## config.mk

```make
export PLATFORM = sky130hd
export DESIGN_NAME = xlt_buffer
export DESIGN_NICKNAME = d
export VERILOG_FILES = /design/src/rtl/xlt_pkg.sv /design/src/rtl/xlt_match.sv /design/src/rtl/xlt_store.sv /design/src/rtl/xlt_lru.sv /design/src/rtl/xlt_buffer.sv
export SDC_FILE = /design/constraint.sdc
export NUM_CORES = 2
export LEC_CHECK = 0
export ABC_AREA = 1
export ABC_CLOCK_PERIOD_IN_PS = 3900
export BUFFER_PORTS_ARGS = -buffer_cell sky130_fd_sc_hd__clkbuf_2
export CORE_ASPECT_RATIO = 0.5
export CORE_MARGIN = 5
export CORE_UTILIZATION = 63
export DETAILED_ROUTE_END_ITERATION = 12
export GPL_TIMING_DRIVEN = 0
export PLACE_DENSITY_LB_ADDON = 0.1
export SYNTH_ARGS = -nofsm -noshare
export SYNTH_HDL_FRONTEND = slang
export SYNTH_SLANG_ARGS = --single-unit
```

## constraint.sdc

```tcl
create_clock -name clk -period 3.9 [get_ports clk]
set_input_delay 0.78 -clock clk [delete_from_list [all_inputs] [get_ports clk]]
set_output_delay 0.78 -clock clk [all_outputs]
set_load 0.03 [all_outputs]
```

## src/rtl/xlt_pkg.sv

```systemverilog
package xlt_pkg;

   typedef enum logic [1:0] {
      ACC_LOAD  = 2'b00,
      ACC_STORE = 2'b01,
      ACC_FETCH = 2'b10,
      ACC_ALT   = 2'b11
   } xlt_acc_e;

   typedef struct packed {
      logic r;
      logic w;
      logic x;
      logic d;
   } xlt_perm_t;

endpackage

```

## src/rtl/xlt_match.sv

```systemverilog
module xlt_match #(
   parameter int ENTRIES = 16,
   parameter int VPN_W   = 20
) (
   input  logic [ENTRIES-1:0]            vld,
   input  logic [ENTRIES-1:0][VPN_W-1:0] tag,
   input  logic [VPN_W-1:0]              key,
   output logic [ENTRIES-1:0]            hit
);
   for (genvar i = 0; i < ENTRIES; i++) begin : g_cmp
      assign hit[i] = vld[i] && (tag[i] == key);
   end
endmodule

```

## src/rtl/xlt_store.sv

```systemverilog
module xlt_store
   import xlt_pkg::*;
#(
   parameter int ENTRIES = 16,
   parameter int VPN_W   = 20,
   parameter int PPN_W   = 20
) (
   input  logic                          clk,
   input  logic                          rst_n,
   input  logic                          flush,
   input  logic [ENTRIES-1:0]            wr_oh,
   input  logic [VPN_W-1:0]              wr_tag,
   input  logic [PPN_W-1:0]              wr_ppn,
   input  xlt_perm_t                     wr_perm,
   input  logic [ENTRIES-1:0]            clr_oh,
   output logic [ENTRIES-1:0]            vld,
   output logic [ENTRIES-1:0][VPN_W-1:0] tag,
   output logic [ENTRIES-1:0][PPN_W-1:0] ppn,
   output xlt_perm_t [ENTRIES-1:0]       perm
);
   for (genvar i = 0; i < ENTRIES; i++) begin : g_ent
      logic             v_q;
      logic [VPN_W-1:0] t_q;
      logic [PPN_W-1:0] p_q;
      xlt_perm_t        a_q;

      always_ff @(posedge clk or negedge rst_n) begin
         if (!rst_n) begin
            v_q <= 1'b0;
            t_q <= '0;
            p_q <= '0;
            a_q <= '0;
         end else if (flush) begin
            v_q <= 1'b0;
         end else if (wr_oh[i]) begin
            v_q <= 1'b1;
            t_q <= wr_tag;
            p_q <= wr_ppn;
            a_q <= wr_perm;
         end else if (clr_oh[i]) begin
            v_q <= 1'b0;
         end
      end

      assign vld[i]  = v_q;
      assign tag[i]  = t_q;
      assign ppn[i]  = p_q;
      assign perm[i] = a_q;
   end
endmodule

```

## src/rtl/xlt_lru.sv

```systemverilog
module xlt_lru #(
   parameter int ENTRIES = 16,
   localparam int IDX_W  = $clog2(ENTRIES)
) (
   input  logic               clk,
   input  logic               rst_n,
   input  logic               ta_v,
   input  logic [IDX_W-1:0]   ta_idx,
   input  logic               tb_v,
   input  logic [IDX_W-1:0]   tb_idx,
   input  logic [ENTRIES-1:0] vld,
   output logic [IDX_W-1:0]   victim
);
   // age[i][j] set: entry i was used after entry j
   logic [ENTRIES-1:0][ENTRIES-1:0] age, age_n;

   always_comb begin
      age_n = age;
      if (ta_v) begin
         for (int j = 0; j < ENTRIES; j++) begin
            age_n[ta_idx][j] = 1'b1;
            age_n[j][ta_idx] = 1'b0;
         end
         age_n[ta_idx][ta_idx] = 1'b0;
      end
      if (tb_v) begin
         for (int j = 0; j < ENTRIES; j++) begin
            age_n[tb_idx][j] = 1'b1;
            age_n[j][tb_idx] = 1'b0;
         end
         age_n[tb_idx][tb_idx] = 1'b0;
      end
   end

   always_ff @(posedge clk or negedge rst_n) begin
      if (!rst_n) begin
         for (int i = 0; i < ENTRIES; i++)
            for (int j = 0; j < ENTRIES; j++)
               age[i][j] <= (i > j);
      end else begin
         age <= age_n;
      end
   end

   always_comb begin
      victim = '0;
      for (int i = 0; i < ENTRIES; i++)
         if (age[i] == '0) victim = IDX_W'(i);
      if (!(&vld)) begin
         for (int i = ENTRIES - 1; i >= 0; i--)
            if (!vld[i]) victim = IDX_W'(i);
      end
   end
endmodule

```

## src/rtl/xlt_buffer.sv

```systemverilog
module xlt_buffer
   import xlt_pkg::*;
#(
   parameter int ENTRIES = 16,
   parameter int VPN_W   = 20,
   parameter int PPN_W   = 20
) (
   input  logic             clk,
   input  logic             rst_n,
   input  logic             lk_valid,
   input  logic [VPN_W-1:0] lk_vpn,
   input  logic [1:0]       lk_kind,
   output logic             lk_hit,
   output logic             lk_fault,
   output logic [PPN_W-1:0] lk_ppn,
   output logic             lk_rd,
   output logic             lk_wr,
   output logic             lk_ex,
   output logic             lk_dirty,
   output logic             walk_req,
   output logic [VPN_W-1:0] walk_vpn,
   input  logic             fill_valid,
   input  logic [VPN_W-1:0] fill_vpn,
   input  logic [PPN_W-1:0] fill_ppn,
   input  logic             fill_rd,
   input  logic             fill_wr,
   input  logic             fill_ex,
   input  logic             fill_dirty,
   input  logic             inv_valid,
   input  logic [VPN_W-1:0] inv_vpn,
   input  logic             base_chg
);
   localparam int IDX_W = $clog2(ENTRIES);

   if (ENTRIES < 2) begin : g_bad_entries
      $error("xlt_buffer: ENTRIES must be at least 2");
   end
   if (VPN_W < 1 || PPN_W < 1) begin : g_bad_width
      $error("xlt_buffer: page number widths must be positive");
   end

   logic [ENTRIES-1:0]            vld_vec;
   logic [ENTRIES-1:0][VPN_W-1:0] tag_arr;
   logic [ENTRIES-1:0][PPN_W-1:0] ppn_arr;
   xlt_perm_t [ENTRIES-1:0]       perm_arr;
   logic [ENTRIES-1:0]            lk_m, fl_m, iv_m;
   logic [ENTRIES-1:0]            wr_oh, clr_oh;
   logic [IDX_W-1:0]              lk_idx, fl_idx, victim, fill_idx;
   logic [PPN_W-1:0]              sel_ppn;
   xlt_perm_t                     sel_perm, fill_perm;
   xlt_acc_e                      kind;
   logic                          any_m, dirty_miss, allowed, do_fill;

   xlt_match #(.ENTRIES(ENTRIES), .VPN_W(VPN_W)) u_m_lk (
      .vld(vld_vec), .tag(tag_arr), .key(lk_vpn), .hit(lk_m));
   xlt_match #(.ENTRIES(ENTRIES), .VPN_W(VPN_W)) u_m_fl (
      .vld(vld_vec), .tag(tag_arr), .key(fill_vpn), .hit(fl_m));
   xlt_match #(.ENTRIES(ENTRIES), .VPN_W(VPN_W)) u_m_iv (
      .vld(vld_vec), .tag(tag_arr), .key(inv_vpn), .hit(iv_m));

   // one-hot AND-OR selection of the matching entry
   always_comb begin
      sel_ppn  = '0;
      sel_perm = '0;
      lk_idx   = '0;
      fl_idx   = '0;
      for (int i = 0; i < ENTRIES; i++) begin
         sel_ppn  = sel_ppn  | (lk_m[i] ? ppn_arr[i]  : '0);
         sel_perm = sel_perm | (lk_m[i] ? perm_arr[i] : '0);
         lk_idx   = lk_idx   | (lk_m[i] ? IDX_W'(i)   : '0);
         fl_idx   = fl_idx   | (fl_m[i] ? IDX_W'(i)   : '0);
      end
   end

   assign kind       = xlt_acc_e'(lk_kind);
   assign any_m      = |lk_m;
   assign dirty_miss = (kind == ACC_STORE) && sel_perm.w && !sel_perm.d;

   always_comb begin
      unique case (kind)
         ACC_STORE: allowed = sel_perm.w;
         ACC_FETCH: allowed = sel_perm.x;
         default:   allowed = sel_perm.r;
      endcase
   end

   assign lk_hit   = lk_valid && any_m && !dirty_miss;
   assign lk_fault = lk_hit && !allowed;
   assign lk_ppn   = lk_hit ? sel_ppn    : '0;
   assign lk_rd    = lk_hit && sel_perm.r;
   assign lk_wr    = lk_hit && sel_perm.w;
   assign lk_ex    = lk_hit && sel_perm.x;
   assign lk_dirty = lk_hit && sel_perm.d;
   assign walk_req = lk_valid && !lk_hit;
   assign walk_vpn = lk_vpn;

   // fill placement: existing page in place, else replacement choice
   assign do_fill  = fill_valid && !base_chg;
   assign fill_idx = (|fl_m) ? fl_idx : victim;
   assign fill_perm = '{r: fill_rd, w: fill_wr, x: fill_ex, d: fill_dirty};

   always_comb begin
      wr_oh = '0;
      if (do_fill) wr_oh[fill_idx] = 1'b1;
   end
   assign clr_oh = inv_valid ? iv_m : '0;

   xlt_store #(.ENTRIES(ENTRIES), .VPN_W(VPN_W), .PPN_W(PPN_W)) u_store (
      .clk(clk), .rst_n(rst_n), .flush(base_chg),
      .wr_oh(wr_oh), .wr_tag(fill_vpn), .wr_ppn(fill_ppn), .wr_perm(fill_perm),
      .clr_oh(clr_oh),
      .vld(vld_vec), .tag(tag_arr), .ppn(ppn_arr), .perm(perm_arr));

   xlt_lru #(.ENTRIES(ENTRIES)) u_lru (
      .clk(clk), .rst_n(rst_n),
      .ta_v(lk_hit), .ta_idx(lk_idx),
      .tb_v(do_fill), .tb_idx(fill_idx),
      .vld(vld_vec), .victim(victim));
endmodule

```

==> flow_summary.json, run 1 <==
{
  "outcome": "did not finish",
  "lastStage": "5_1_grt",
  "tool.error": "[ERROR GRT-0232] Routing congestion too high. Check the congestion heatmap in the GUI.",
  "grt-ovfl-total": 475,
  "synth_mux_area_frac": 0,
  "synth_common_cells": "nand2_1 (1,874), dfrtp_1 (840), o21ai_0 (802), inv_1 (519), o22ai_1 (332)",
  "dp_cells": 7530,
  "synth_cells": 6335,
  "die_w_um": 413,
  "grt_max_degree": 124,
  "synth_seq_cells": 960,
  "start_util": 0.640,
  "synth_compound_area_frac": 0.195,
  "synthSimpleGateAreaFrac": 0.194,
  "place_congestion": 1.29,
  "ys_warn_count": 0,
  "async_flop_share": 1.00,
  "synthesis.nets": 6429,
  "synth_area_leaders": "dfrtp_1 (41%), nand2_1 (14%), o21ai_0 (7.8%)",
  "synth_area_mm2": 0.0512,
  "synth_flop_cell": "dfrtp_1",
  "yosysTopAreaCell": "dfrtp_1",
  "place_area_mm2": 0.0533,
  "yosys.area_share.adder": 0.000489,
  "synth_most_common_cell": "nand2_1",
  "clock_sinks": 960,
  "io_pins": 139,
  "syn_area_per_cell_um2": 8.07,
  "cts-htree-levels": 3,
  "synth_top_family_by_area": "compound AO/OA/AOI/OAI gates",
  "hpwl_um": 194000,
  "port_buffers": 99,
  "fp.dieH_um": 211,
  "std_cell_rows": 73,
  "seq_area_frac_synth": 0.473,
  "cts_buffer_depth": 3,
  "synth_edf_count": 0,
  "grt_usage": 0.892,
  "cts_root_buffer": "clkbuf_16",
  "synth_cell_type_count": 57,
  "yosysTopAreaCellShare": 0.411,
  "cts_made_buffers": 85,
  "synth_xor_area_frac": 0.0521
}
logic make-up after synthesis:
kind of cell	count (synthesis)
compound gates	1622
fa+ha+maj	2
flops	960
simple gates	2394
buf+inv	1053
xor+xnor	304
routing by layer:
layer	track usage	overflow
met4	0.835	156
met3	0.854	83
met2	0.949	151
met5	0.751	5
met1	0.905	80
per-stage QoR:
| step | setup TNS [ns] | utilization | setup WS, ns |
|---|---|---|---|
| 2_1_floorplan | -3.97 | - | -0.226 |
| 3_3_place_gp | - | 0.664 | -19.84 |
| 3_5_place_dp | -2110.09 | 0.667 | -3.04 |
| 4_1_cts | -28.93 | 0.758 | -0.903 |
repair_timing:
| item | in CTS |
|---|---|
| cloned | 10 |
| setup endpoints to repair | 987 |
| resized for setup | 899 |
| hold endpoints to repair | 0 |
| buffers inserted | 152 |
| hold buffers | 0 |
| pin swaps | 63 |
==> inputs of run 2 (changes only) <==
- CORE_ASPECT_RATIO: 0.5 -> default
- CORE_UTILIZATION: 63 -> 40
- PLACE_DENSITY_LB_ADDON: 0.1 -> 0.15
==> flow_summary.json, run 2 <==
{
  "utilization": 0.482,
  "fin_cells": 8439,
  "dieArea_mm2": 0.135,
  "synth_seq_cells": 960,
  "max_freq_mhz": 187,
  "yosysTopAreaCellShare": 0.411,
  "power_frac_comb": 0.154,
  "port_buffers": 99,
  "r2r_slack_ns": -0.79,
  "synth_area_leaders": "dfrtp_1 (41%), nand2_1 (14%), o21ai_0 (7.8%)",
  "cp-end-kind": "output port",
  "synth_cell_type_count": 57,
  "clk_latency_ns": 0.78,
  "core_area_mm2": 0.127,
  "cap_violations": 20,
  "hold_buffers": 0,
  "setup_ws_ns": -1.46,
  "nets": 6758,
  "worstHoldPathType": "primary input to async pin",
  "clock_sinks": 960,
  "setup_tns_ns": -608.82,
  "detailedRoute.firstPassIterationCount": 9,
  "outcome": "finished with violations",
  "via_count": 56600,
  "cp.required_ns": 3.12,
  "place_area_mm2": 0.0541,
  "mostFrequentLayoutCells": "nand2_1 (1,848), dfrtp_1 (829), o21ai_0 (769)",
  "multi_input_area_mm2": 0.0236,
  "hold_viol": 0,
  "synth_area_mm2": 0.0512,
  "vias_per_cell": 6.71,
  "seq_area_frac_synth": 0.473,
  "cts_buffer_depth": 3,
  "wl_per_cell_um": 41.5,
  "pwr-share-clk": 0.412,
  "power.total_mw": 26.4,
  "cts-htree-levels": 3,
  "cp.arrival_ns": 4.58,
  "crit_path_max_fanout": 10,
  "synth_most_common_cell": "nand2_1",
  "std_cell_rows": 131,
  "async_flop_share": 1.00,
  "start_util": 0.402,
  "drv_slew": 191,
  "layout_commonest_cell": "nand2_1",
  "hpwl_um": 238000,
  "first_iter_violations": 9482,
  "synth_common_cells": "nand2_1 (1,874), dfrtp_1 (840), o21ai_0 (802), inv_1 (519), o22ai_1 (332)",
  "synth_edf_count": 0,
  "synth_flop_cell": "dfrtp_1",
  "grt_max_degree": 115,
  "fin_crit_ns": 5.36,
  "clk_pin_slew_worst_paths_ns": 0.07,
  "intPower_mw": 18.0,
  "fp.dieH_um": 368,
  "antenna_left": 0,
  "p_seq_frac": 0.434,
  "peakVddDrop_uv": 434,
  "synth_cells": 6335,
  "antenna_found_initial": 33,
  "tritoncts": "built",
  "fin_area_mm2": 0.0613,
  "fin_skew_ns": 0.0616,
  "syn_area_per_cell_um2": 8.07,
  "route.detailed.drc": 0,
  "power.density_mw_per_mm2": 430,
  "drt_wl_total_um": 350000,
  "power.leakage_nw": 29.0,
  "setup-violations-final": 987,
  "cts_made_buffers": 106,
  "dp_cells": 8107,
  "fill_cells": 12500,
  "grt-ovfl-total": 0,
  "worst_pin_slew_ns": 1.77,
  "crit_type": "primary input to output port",
  "switchingPower_mw": 8.35,
  "grt_pass1_wl_um": 461000,
  "first_global_vias": 51700,
  "die_w_um": 368,
  "synthesis.nets": 6429,
  "rsz0062_at_grt": "yes",
  "violations": "capacitance limit, slew limit, setup timing",
  "fin_crit_sh": 1.37,
  "fin_hold_ws_ns": 0.0441,
  "ys_warn_count": 0,
  "ff_latch_area_mm2": 0.0242,
  "place_congestion": 1.09,
  "drive_gt1_frac": 0.165,
  "io_pins": 139,
  "area_growth_pct": 19.9,
  "reg_top3": "u_store.g_ent.p_q x320, u_store.g_ent.t_q x320, u_lru.age x240",
  "post-place-ws_ns": -3.98,
  "start_kind": "primary input",
  "yosysTopAreaCell": "dfrtp_1",
  "relSlewSlack": -0.180,
  "cts_root_buffer": "clkbuf_16",
  "swShare": 0.316,
  "grt_usage": 0.499
}
## run 2: cell families (layout without fill, tap and decap cells)
kind of cell    after synthesis  in the layout  synth area share
flops                       960            960             0.473
xor+xnor                    304            304            0.0521
compound gates             1622           1622             0.195
buf+inv                    1053           1468            0.0856
simple gates               2394           2394             0.194
fa+ha+maj                     2              2          0.000489
other cells                   0             27                 0
## run 2: final cells by class
cell class,count,area share
antenna,27,0.00110
buffer,502,0.0537
clock buffer,153,0.0502
clock inverter,41,0.0101
inverter,549,0.0356
multi-input combinational,4322,0.385
sequential,960,0.394
tap,1662,0.0339
timing repair buffer,223,0.0356
## run 2: path summary, 6_finish.rpt
check,start,endpoint,depth (start not counted)
worst max-delay path,lk_vpn[3],lk_ppn[14],17
worst min-delay path,rst_n,u_store.g_ent[9].t_q[9],1
worst max register to register,u_store.g_ent[12].t_q[10],u_lru.age[209],19
worst min register to register,u_store.g_ent[13].p_q[2],u_store.g_ent[13].p_q[2],2
max in group asynchronous,rst_n,u_store.perm[12],4
min in group clk,fill_ppn[2],u_store.g_ent[5].p_q[2],3
## run 2: timing repair
item / CTS / global route
setup endpoints to repair: 987 / 987
setup buffers: 46 / 59
pin swaps: 19 / 18
gates resized for setup: 377 / 419
cloned: 2 / 8
## run 2: metal layers
metal	wire, µm	GRT usage	vias up
met5	99	0.00285	-
met4	36100	0.402	14
met3	47100	0.184	1535
met2	141000	0.701	4933
met1	126000	0.614	27900
li1	-	-	22200
## run 2: critical path: stages
cell and delay [ns]:
clkbuf_2 0.18, buf_4 0.45, o22ai_1 0.20, a221oi_1 0.25, o2111ai_1 0.19, nor4_2 0.28
nand3_2 0.39, clkinv_4 0.24, nand2_1 0.19, nand4_1 0.29, nor3_4 0.12, nand3_4 0.13
nand2_8 0.06, buf_12 0.16, clkbuf_16 0.18, a41oi_4 0.26, buf_8 0.17
## run 2: power groups by stage
stage	registers, mW	clock network, mW	logic (mW)
2_1_floorplan	11.2	0	1.92
3_3_place_gp	11.6	0	3.54
3_5_place_dp	11.6	0	3.58
4_1_cts	11.4	10.8	3.68
5_1_grt	11.5	11.3	4.18
6_report	11.5	10.9	4.06
No activity file was read; power rests on OpenSTA's default activity.
